### config.mk
export PLATFORM = sky130hd
export DESIGN_NAME = recursive_sine_osc
export DESIGN_NICKNAME = d
export VERILOG_FILES = /design/src/rtl/osc_pkg.sv /design/src/rtl/osc_mac.sv /design/src/rtl/osc_round_sat.sv /design/src/rtl/osc_state.sv /design/src/rtl/recursive_sine_osc.sv
export SDC_FILE = /design/constraint.sdc
export NUM_CORES = 1
export LEC_CHECK = 0
export BUFFER_PORTS_ARGS = -buffer_cell sky130_fd_sc_hd__buf_2
export CAP_MARGIN = 20
export CORE_MARGIN = 2
export CORE_UTILIZATION = 40
export CTS_CLUSTER_DIAMETER = 60
export DETAILED_ROUTE_END_ITERATION = 8
export GPL_ROUTABILITY_DRIVEN = 0
export PLACE_DENSITY = 0.62
export SYNTH_ARGS = -nofsm -noshare
export SYNTH_HDL_FRONTEND = slang
export SYNTH_SLANG_ARGS = --single-unit
### constraint.sdc
create_clock -name clk -period 21.8 [get_ports clk]
set_input_delay 2.18 -clock clk [delete_from_list [all_inputs] [get_ports clk]]
set_output_delay 2.18 -clock clk [all_outputs]
set_load 0.005 [all_outputs]
### src/rtl/osc_pkg.sv
package osc_pkg;
  localparam int unsigned SAMPLE_W = 16;
  localparam int unsigned GUARD_W  = 3;
endpackage

### src/rtl/osc_mac.sv
module osc_mac #(
  parameter int unsigned DW    = 16,
  parameter int unsigned ACC_W = 2 * DW + 3
) (
  input  logic signed [DW-1:0]    cos_c,
  input  logic signed [DW-1:0]    sin_c,
  input  logic signed [DW-1:0]    y_d1,
  input  logic signed [DW-1:0]    y_d2,
  input  logic signed [DW:0]      imp_d1,
  output logic signed [ACC_W-1:0] acc
);
  localparam int unsigned FRAC = DW - 1;

  logic signed [ACC_W-1:0] fb_prod;
  logic signed [ACC_W-1:0] imp_prod;
  logic signed [ACC_W-1:0] old_term;

  always_comb begin
    fb_prod  = ACC_W'(cos_c) * ACC_W'(y_d1);
    imp_prod = ACC_W'(sin_c) * ACC_W'(imp_d1);
    old_term = ACC_W'(y_d2) <<< FRAC;
    acc      = (fb_prod <<< 1) - old_term + imp_prod;
  end
endmodule

### src/rtl/osc_round_sat.sv
module osc_round_sat #(
  parameter int unsigned DW    = 16,
  parameter int unsigned ACC_W = 2 * DW + 3
) (
  input  logic signed [ACC_W-1:0] acc,
  output logic signed [DW-1:0]    y
);
  localparam int unsigned FRAC = DW - 1;
  localparam logic signed [ACC_W-1:0] HALF = ACC_W'(1) <<< (FRAC - 1);
  localparam logic signed [ACC_W-1:0] HI   = ACC_W'((longint'(1) <<< (DW - 1)) - 1);
  localparam logic signed [ACC_W-1:0] LO   = -HI - ACC_W'(1);

  logic signed [ACC_W-1:0] biased;
  logic signed [ACC_W-1:0] rnd;

  always_comb begin
    biased = acc + HALF;
    rnd    = biased >>> FRAC;
    if (rnd > HI)      y = HI[DW-1:0];
    else if (rnd < LO) y = LO[DW-1:0];
    else               y = rnd[DW-1:0];
  end
endmodule

### src/rtl/osc_state.sv
module osc_state #(
  parameter int unsigned DW = 16
) (
  input  logic                 clk,
  input  logic                 rst_n,
  input  logic                 clr,
  input  logic                 adv,
  input  logic signed [DW-1:0] y_new,
  output logic signed [DW-1:0] y_d1,
  output logic signed [DW-1:0] y_d2,
  output logic signed [DW:0]   imp_d1
);
  localparam int unsigned FRAC = DW - 1;
  localparam logic signed [DW:0] UNIT = (DW + 1)'(1) <<< FRAC;

  logic imp_now;

  always_ff @(posedge clk or negedge rst_n) begin
    if (!rst_n) begin
      y_d1    <= '0;
      y_d2    <= '0;
      imp_d1  <= '0;
      imp_now <= 1'b0;
    end else if (clr) begin
      y_d1    <= '0;
      y_d2    <= '0;
      imp_d1  <= '0;
      imp_now <= 1'b1;
    end else if (adv) begin
      y_d2    <= y_d1;
      y_d1    <= y_new;
      imp_d1  <= imp_now ? UNIT : '0;
      imp_now <= 1'b0;
    end
  end
endmodule

### src/rtl/recursive_sine_osc.sv
module recursive_sine_osc #(
  parameter int unsigned DW = osc_pkg::SAMPLE_W
) (
  input  logic          clk,
  input  logic          rst_n,
  input  logic [DW-1:0] cos_coef,
  input  logic [DW-1:0] sin_coef,
  input  logic          start,
  input  logic          sample_tick,
  output logic          out_valid,
  input  logic          out_ready,
  output logic [DW-1:0] out_data
);
  localparam int unsigned ACC_W = 2 * DW + osc_pkg::GUARD_W;

  logic                    running;
  logic                    accept;
  logic signed [DW-1:0]    y_d1;
  logic signed [DW-1:0]    y_d2;
  logic signed [DW:0]      imp_d1;
  logic signed [ACC_W-1:0] acc;
  logic signed [DW-1:0]    y_new;

  assign accept = running && sample_tick && !start && (!out_valid || out_ready);

  osc_state #(.DW(DW)) u_state (
    .clk    (clk),
    .rst_n  (rst_n),
    .clr    (start),
    .adv    (accept),
    .y_new  (y_new),
    .y_d1   (y_d1),
    .y_d2   (y_d2),
    .imp_d1 (imp_d1)
  );

  osc_mac #(.DW(DW), .ACC_W(ACC_W)) u_mac (
    .cos_c  ($signed(cos_coef)),
    .sin_c  ($signed(sin_coef)),
    .y_d1   (y_d1),
    .y_d2   (y_d2),
    .imp_d1 (imp_d1),
    .acc    (acc)
  );

  osc_round_sat #(.DW(DW), .ACC_W(ACC_W)) u_sat (
    .acc (acc),
    .y   (y_new)
  );

  always_ff @(posedge clk or negedge rst_n) begin
    if (!rst_n) begin
      running   <= 1'b0;
      out_valid <= 1'b0;
      out_data  <= '0;
    end else if (start) begin
      running   <= 1'b1;
      out_valid <= 1'b0;
    end else if (accept) begin
      out_valid <= 1'b1;
      out_data  <= y_new;
    end else if (out_ready) begin
      out_valid <= 1'b0;
    end
  end
endmodule

=== Word-level counts from Yosys, hierarchy flattened ===
Cells that the tools add are included.

* Register bits: 68
* Input port bits: 37
* Logic and storage cells: 38

* Add/sub/neg operators: 3
* Multiply operators: 2
* $lt $le $gt $ge: 2
* Multiplexer cells: 14
* Bitwise gates (word level): 1
* Reduce and logical (&&, ||, !) cells: 9

{| class="wikitable"
|+ Operators by type and width
! operator !! number
|-
| $mux 16 || 7
|-
| $add 35x16->35 const B || 1
|-
| $add 35x35->35 || 1
|-
| $mux 17 || 2
|-
| $sub 33x31->34 || 1
|-
| $mul 16x17->33 || 1
|-
| $mul 16x16->32 || 1
|-
| $gt 20x16->1 const B || 1
|-
| $lt 20x16->1 const B || 1
|-
| $mux 1 || 5
|-
| $logic_and 1x1->1 || 3
|-
| $reduce_bool 3->1 || 1
|-
| $logic_not 1->1 || 2
|-
| $reduce_and 2->1 || 1
|-
| $reduce_bool 2->1 || 1
|-
| $logic_or 1x1->1 || 1
|-
| $not 1->1 || 1
|}

=== Depth between registers and ports, before layout ===
Gate-level depths: netlist of the first run.

* Depth in word-level cells: 9
* Depth in mapped cells: 48

=== By module ===
Synthesis of the first run repeated with hierarchy kept, for this count alone.

* Cell total of the unflattened synthesis: 2,703
* Area total of the unflattened synthesis: 25,181.7 um^2

{| class="wikitable"
|+ Modules (own cells, without submodules)
! module !! times used !! cells an instance !! area an instance (um^2)
|-
| osc_mac || 1 || 2,443 || 22,306.4
|-
| osc_state || 1 || 127 || 1,531.5
|-
| recursive_sine_osc || 1 || 40 || 726.9
|-
| osc_round_sat || 1 || 93 || 616.8
|}

=== Worst setup path before layout of the first run ===
Ideal clock, no wire load.

* Path type: input -> register
* Start point: input port cos_coef[2]
* End point: register u_state.y_d1[13]
* Setup time: 0.137 ns
* Arrival: 11.213 ns
* Data required time: 21.663 ns
* Path slack: 10.450 ns
* Cell stages on the path: 46
* Path buffers: 3
* Cell sequence: clkbuf_1 and2_1 fa_1 inv_1 fa_1 inv_1 ha_1 inv_1 fa_1 inv_1 fa_1 inv_1 fa_1 inv_1 ha_1 nand2_1 a21oi_1 a221oi_2 [... 10 more ...] o41ai_2 o211ai_1 a31oi_1 o21ai_0 a2111oi_0 a21oi_1 ha_1 ha_1 buf_1 nor2_1 a21oi_1 o311a_1 o311ai_4 a211oi_4 a22oi_4 buf_6 a211oi_2 nor3_1

* Longest elaborated chain between the ends: 9
* Elaborated cells between the ends (all ways): 10
* Classes of those cells: 3 x add/sub; 1 x mul; 2 x order compare; 4 x mux

{| class="wikitable"
|+ Ends and longest elaborated chain
! what !! RTL line !! text
|-
| start: declaration || recursive_sine_osc.sv:6 || <nowiki>input logic [DW-1:0] cos_coef,</nowiki>
|-
| $mul 16x16->32 * || osc_mac.sv:19 || <nowiki>fb_prod = ACC_W'(cos_c) * ACC_W'(y_d1);</nowiki>
|-
| $sub 33x31->34 * || osc_mac.sv:22 || <nowiki>acc = (fb_prod <<< 1) - old_term + imp_prod;</nowiki>
|-
| $add 35x35->35 * || osc_mac.sv:22 ||
|-
| $add 35x16->35 * || osc_round_sat.sv:17 || <nowiki>biased = acc + HALF;</nowiki>
|-
| $lt 20x16->1 || osc_round_sat.sv:20 || <nowiki>else if (rnd < LO) y = LO[DW-1:0];</nowiki>
|-
| $mux 16 || osc_round_sat.sv:20 ||
|-
| $mux 16 * || osc_round_sat.sv:19 || <nowiki>if (rnd > HI) y = HI[DW-1:0];</nowiki>
|-
| $mux 16 * || osc_state.sv:29 || <nowiki>end else if (adv) begin</nowiki>
|-
| $mux 16 * || osc_state.sv:24 || <nowiki>end else if (clr) begin</nowiki>
|-
| end signal: assignment || osc_state.sv:31 || <nowiki>y_d1 <= y_new;</nowiki>
|-
| end: declaration || osc_state.sv:9 || <nowiki>output logic signed [DW-1:0] y_d1,</nowiki>
|}

Every way passes the cells marked *; elsewhere a longest branch is shown, timed or not. The select of a mux whose other input is x is not followed.
A chain may end at the register's enable or synchronous reset.

=== Worst setup path after layout of the first run ===
* Start point: input port cos_coef[7]
* End point: register u_state.y_d1[0]

Same word-level chain as after synthesis.

==> results_dict.tcl, run 1 <==
set metrics [dict create \
    final_cell_mix "inv_1 (344), fa_1 (263), ha_1 (204), nand2_1 (177), and2_1 (136)" \
    clkSlewWorstSetupHoldPaths_ps 70 \
    final_layout_size_suffix_gt1_frac 0.0647 \
    cts_buffer_depth 2 \
    initial_utilization 0.407 \
    synth_edf_count 0 \
    worstPathMaxFanout 16 \
    grt.overflow.total 0 \
    core_area_sq_um 36700 \
    dieWidth_microns 197 \
    drtPass1Iterations 5 \
    synth_warnings 0 \
    status "finished, final reports clean" \
    grt_max_degree 53 \
    wl_mm 33.5 \
    hold_depth 2 \
    cts_htree_levels 2 \
    grt_use_met3 0.0236 \
    cp_common_cell "fa_1" \
    ctsHoldBuffers 0 \
    synth-seq-cells 52 \
    final_net_count 2158 \
    max_stage_delay_ps 720 \
    use_met2 0.338 \
    route.detailed.drc 0 \
    report.final.slew_viol_count 0 \
    synthCells 1646 \
    timing.fmax_ghz 0.0811 \
    grt_pass1_wl_mm 59.7 \
    fin_skew_ps 9.20 \
    arrival_ps 12540 \
    rsz0062_at_grt "no" \
    grt_use_total 0.190 \
    cts_tree "built" \
    timing.hold.ws_ps 475 \
    cap_violations 0 \
    fin_crit_ps 12330 \
    cts_setup_buffers 0 \
    grt_util_met1 0.252 \
    crit_required_ps 22010 \
    timing_hold_violations_final 0 \
    synthDistinctLibCells 64 \
    antenna_found_initial 0 \
    top_usage_layer "met2" \
    synthToLayoutAreaGrowth_pct 5.61 \
    worstSetupEndpointType "flip-flop" \
    wl_per_cell_microns 15.8 \
    hpwl_mm 27.4 \
    setup_viol 0 \
    insertedDiodeCount 0 \
    slew_headroom 0.360 \
    cts-buffers-inserted 5 \
    io_pins 54 \
    synth_ff_type "dfrtp_1" \
    cts-resized-gates 0 \
    via_count 10729 \
    syn-num-nets 2150 \
    syn_area_sq_um 14900 \
    cts_root_buf "clkbuf_16" \
    yosysSeqAreaShare 0.0872 \
    hold_class "flip-flop to flip-flop" \
    tightest_slew_ps 960 \
    routed_via_density 5.05 \
    port-buffer-count 53 \
    async_reset_ff_frac 1.00 \
    die_y_microns 197 \
    ant_nets 0 \
    final_common_cell "inv_1" \
    reg2regPathDepth 39 \
    die_area_sq_um 38900 \
    fin_tns_setup_ps 0 \
    path_class "primary input to flip-flop" \
    fin_crit_sh 0.566 \
    slowest_stage "o211ai_2" \
    grt_pass1_vias 11822 \
    fp-row-count 70 \
    syn_avg_cell_area_sq_um 9.06 \
    insertion_delay_ps 300 \
    clock-sinks 52 \
    start_kind "primary input" \
    drt-initial-drc-count 495 \
]
## flip-flops by register name (all words and copies together) (netlist names)
signal           flops
out_data            16
u_state.y_d1        16
u_state.y_d2        16
out_valid            1
running              1
u_state.imp_d1       1
u_state.imp_now      1
## stage by stage
| stage | cells | worst slack (ps) | cell area (sq um) | utilization |
|---|---|---|---|---|
| final | 2123 | 9470 | 15800 | 0.429 |
| after global routing | 2123 | 8450 | 15800 | 0.429 |
| after CTS | 2123 | 9430 | 15800 | 0.429 |
| after detailed placement | 2115 | 9150 | 15600 | 0.425 |
| after global placement | 2115 | 9350 | 15600 | 0.425 |
| after floorplan | 1646 | 10450 | 14900 | - |
## path summary, 6_finish.rpt
kind,startpoint,to,slack (ps)
max in group asynchronous,rst_n,u_state.y_d1[4]$_DFFE_PN0P_,19340
hold / removal,u_state.imp_now$_DFFE_PN0P_,u_state.imp_d1[15]$_DFFE_PN0P_,470
min in group asynchronous,rst_n,out_valid$_DFFE_PN0P_,1980
setup reg to reg,u_state.y_d1[15]$_DFFE_PN0P_,u_state.y_d1[0]$_DFFE_PN0P_,10550
setup / recovery,cos_coef[7],u_state.y_d1[0]$_DFFE_PN0P_,9470
hold reg to reg,u_state.imp_now$_DFFE_PN0P_,u_state.imp_d1[15]$_DFFE_PN0P_,470
## cell families after synthesis
kind of cell             Yosys count  synth area share
buffers and inverters            403             0.103
adder cells (fa/ha/maj)          467             0.524
multiplexers                       2           0.00159
AND/OR/NAND/NOR                  479             0.155
flip-flops                        52            0.0872
AO/OA/AOI/OAI                    175            0.0892
XOR/XNOR                          68            0.0399
## synthesized netlist by cell type, types with 4 or more instances
library cell | number | area share
o21a_1 | 14 | 0.0070
o21ai_0 | 26 | 0.0087
a211oi_1 | 5 | 0.0025
nor2_1 | 84 | 0.021
nand2b_1 | 12 | 0.0050
clkbuf_1 | 49 | 0.012
nor2b_1 | 14 | 0.0059
xor2_1 | 16 | 0.0094
buf_1 | 6 | 0.0015
nand3_1 | 8 | 0.0027
dfrtp_1 | 52 | 0.087
o31ai_1 | 15 | 0.0075
o21ai_1 | 5 | 0.0017
o211ai_2 | 6 | 0.0050
ha_1 | 204 | 0.17
a31oi_1 | 4 | 0.0017
nand2_1 | 177 | 0.045
nor3_1 | 25 | 0.0084
o21bai_1 | 5 | 0.0025
and2_1 | 136 | 0.057
and3_1 | 4 | 0.0017
inv_1 | 344 | 0.087
o211ai_1 | 8 | 0.0040
xnor2_1 | 52 | 0.031
fa_1 | 263 | 0.35
a21oi_1 | 38 | 0.013
a211oi_2 | 6 | 0.0050
a21o_1 | 10 | 0.0050
or3_1 | 5 | 0.0021
## routing by layer
metal,wire [microns],up-vias
met1,14700,5413
met3,1480,40
met5,0,-
li1,-,5109
met2,16800,167
met4,518,0
## critical path: cells and delay by family
| kind | cells | cell delay (ps) |
|---|---|---|
| adder cells (fa/ha/maj) | 10 | 4410 |
| AND/OR/NAND/NOR | 9 | 1510 |
| XOR/XNOR | 2 | 210 |
| buffers and inverters | 5 | 430 |
| AO/OA/AOI/OAI | 15 | 3790 |
## area by class of cell
cell class | count | area (sq um)
fillers | 3625 | 20900
multi-input cells | 1191 | 12100
flip-flops and latches | 52 | 1300
inverters | 344 | 1290
well taps | 468 | 586
repair buffers | 60 | 318
clock buffers | 5 | 125
clock inverters | 3 | 42.5
Power of run 1 is left out: the tool's default activity adds up to more than one toggle a clock period on the data nets, which glitch-free logic cannot reach.
==> run 2, diff against run 1 <==
--- a/config.mk
+++ b/config.mk
@@ -5,6 +5,7 @@
 export SDC_FILE = /design/constraint.sdc
 export NUM_CORES = 1
 export LEC_CHECK = 0
+export ABC_AREA = 1
 export BUFFER_PORTS_ARGS = -buffer_cell sky130_fd_sc_hd__buf_2
 export CAP_MARGIN = 20
 export CORE_MARGIN = 2
@@ -12,7 +13,7 @@
 export CTS_CLUSTER_DIAMETER = 60
 export DETAILED_ROUTE_END_ITERATION = 8
 export GPL_ROUTABILITY_DRIVEN = 0
-export PLACE_DENSITY = 0.62
+export PLACE_DENSITY = 0.61
 export SYNTH_ARGS = -nofsm -noshare
 export SYNTH_HDL_FRONTEND = slang
 export SYNTH_SLANG_ARGS = --single-unit
==> constraint.sdc (replaced) <==
create_clock -name clk -period 12.5 [get_ports clk]
set_input_delay 1.25 -clock clk [delete_from_list [all_inputs] [get_ports clk]]
set_output_delay 1.25 -clock clk [all_outputs]
set_load 0.005 [all_outputs]
==> run 2 against run 1 <==
Compared with the run above:
- via count is 19% higher
- global-route usage is 1.2 points higher
- flip-flop and latch count stayed put
- synthesized cell count is 28% higher
- count of clock-buffer cells in the layout stayed put
- hold slack worse by 3.8 ps
- sequential share of layout area is 0.55 points lower
- highest routed layer unchanged
==> results_dict.tcl, run 2 <==
set metrics [dict create \
    report.final.slew_viol_count 0 \
    synth_top_family_by_area "adder cells" \
    start_kind "primary input" \
    via_count 12805 \
    final_cell_mix "inv_1 (576), nand2_1 (502), fa_1 (263), ha_1 (204), a21oi_1 (76)" \
    wl_per_cell_microns 15.0 \
    startpoint "cos_coef[15]" \
    cap_violations 0 \
    reg.largest.list "out_data: 16 flops, u_state.y_d1: 16 flops, u_state.y_d2: 16 flops" \
    max_stage_delay_ps 560 \
    synthAdderAreaFrac 0.488 \
    drtPass1Iterations 6 \
    cts_setup_buffers 0 \
    grt_max_degree 53 \
    synth_top_area_cell "fa_1" \
    yosys-top-cells-count "inv_1 (576), nand2_1 (502), fa_1 (263)" \
    synth_edf_count 0 \
    grt_pass1_wl_mm 67.3 \
    ant_nets 0 \
    synth.area.top_cells "fa_1 (33%), ha_1 (16%), inv_1 (14%)" \
    yosysSeqAreaShare 0.0813 \
    die_area_sq_um 41700 \
    fin_tns_setup_ps 0 \
    grt_util_met1 0.272 \
    worstHoldStart "running$_DFFE_PN0P_" \
    routed_via_density 4.87 \
    die_y_microns 204 \
    dieWidth_microns 204 \
    slew_headroom 0.404 \
    syn-num-nets 2604 \
    cts_htree_levels 2 \
    synth_ff_type "dfrtp_1" \
    syn_area_sq_um 16000 \
    route.detailed.drc 0 \
    yosysMostFrequentCell "inv_1" \
    cts-buffers-inserted 5 \
    drt-initial-drc-count 856 \
    cts-resized-gates 0 \
    core_area_sq_um 39600 \
    insertion_delay_ps 300 \
    use_met2 0.359 \
    port-buffer-count 53 \
    synth_top_area_frac 0.329 \
    cts_buffer_depth 2 \
    io_pins 54 \
    crit_required_ps 12670 \
    synthDistinctLibCells 40 \
    synth_warnings 0 \
    synthCells 2100 \
    multiInputGateArea_sq_um 12200 \
    fp-row-count 73 \
    grt_use_total 0.202 \
    hold_class "flip-flop to flip-flop" \
    slowest_stage "fa_1" \
    insertedDiodeCount 0 \
    status "finished, final reports clean" \
    fin_crit_sh 0.804 \
    register_area_sq_um 1300 \
    top_usage_layer "met2" \
    initial_utilization 0.404 \
    async_reset_ff_frac 1.00 \
    rsz0062_at_grt "no" \
    clkSlewWorstSetupHoldPaths_ps 80 \
    grt.overflow.total 0 \
    synth_xor_area_frac 0.0377 \
    antenna_found_initial 1 \
    cts_tree "built" \
    synthToLayoutAreaGrowth_pct 5.34 \
    nFillCells 4106 \
    arrival_ps 10210 \
    cts_root_buf "clkbuf_16" \
    grt_pass1_vias 13472 \
    fin_skew_ps 10.2 \
    hpwl_mm 32.9 \
    fin_crit_ps 10050 \
    r2r-start "u_state.y_d1[1]$_DFFE_PN0P_" \
    timing.fmax_ghz 0.0995 \
    tightest_slew_ps 893 \
    synth.area.mux_share 0 \
    timing_hold_violations_final 0 \
    path_class "primary input to flip-flop" \
    syn_avg_cell_area_sq_um 7.63 \
    synth-seq-cells 52 \
    cp_common_cell "inv_1" \
    setup_viol 0 \
    grt_use_met3 0.0161 \
    final_net_count 2608 \
    clock-sinks 52 \
    wl_mm 39.5 \
    ctsHoldBuffers 0 \
    worstSetupEndpointType "flip-flop" \
    final_layout_size_suffix_gt1_frac 0.0504 \
    synth-simple-area-share 0.184 \
    worstPathMaxFanout 16 \
    final_common_cell "inv_1" \
    synth-compound-area-share 0.0541 \
]
==> run 2: changes by cell type in the layout (fill, tap and decap cells not counted), moves of 14 or more <==
cell	change
a21oi_1	+38
and2_1	-135
inv_1	+232
nand2_1	+325
nand3_1	+64
nor2b_1	-14
nor3_1	-15
o21ai_0	+23
o31ai_1	-14
xnor2_1	-25
xor2_1	+26
==> run 2: final timing paths <==
path                       slack, ps                          end  depth (start not counted)
hold reg to reg                  470          running$_DFFE_PN0P_                          1
max in group asynchronous      10960  u_state.y_d2[5]$_DFFE_PN0P_                          2
setup / recovery                2450      out_data[8]$_DFFE_PN0P_                         39
min in group asynchronous       1060      out_data[3]$_DFFE_PN0P_                          2
hold / removal                   470          running$_DFFE_PN0P_                          1
setup reg to reg                2790      out_data[8]$_DFFE_PN0P_                         38
==> run 2: through the flow <==
step	setup slack (ps)	hold WS (ps)	area, sq um	cells	utilization
2_1_floorplan	3240	438	16000	2100	-
3_3_place_gp	2200	452	16700	2622	0.422
3_5_place_dp	2110	457	16700	2622	0.422
4_1_cts	2390	477	16900	2630	0.426
5_1_grt	1710	508	16900	2630	0.426
6_report	2450	471	16900	2630	0.426
==> run 2: layout make-up <==
cell class	instances	share of cell area
clock buffers	5	0.00742
multi-input cells	1402	0.725
clock inverters	3	0.00163
well taps	525	0.0389
repair buffers	64	0.0206
inverters	579	0.129
flip-flops and latches	52	0.0771
==> run 2: cell families after synthesis <==
| group | after synthesis |
|---|---|
| xor gates and xnor gates | 69 |
| AOI/OAI and AO/OA | 158 |
| adders and majority gates | 467 |
| buffers and inverters | 646 |
| DFF | 52 |
| and+or+nand+nor | 708 |
==> run 2: per-layer routing <==
| metal | up-vias | part of all wire |
|---|---|---|
| li1 | 6201 | - |
| met4 | 0 | 0.015 |
| met1 | 6265 | 0.45 |
| met5 | - | 0 |
| met3 | 37 | 0.044 |
| met2 | 302 | 0.49 |
==> run 2: worst max-delay path, delay by kind of cell <==
family                     cells  cell delay [ps]
AOI/OAI and AO/OA              5             1180
xor gates and xnor gates       1              170
adders and majority gates     10             4370
buffers and inverters          9             1490
and+or+nand+nor               14             1730
Power of run 2 is left out for the same reason.
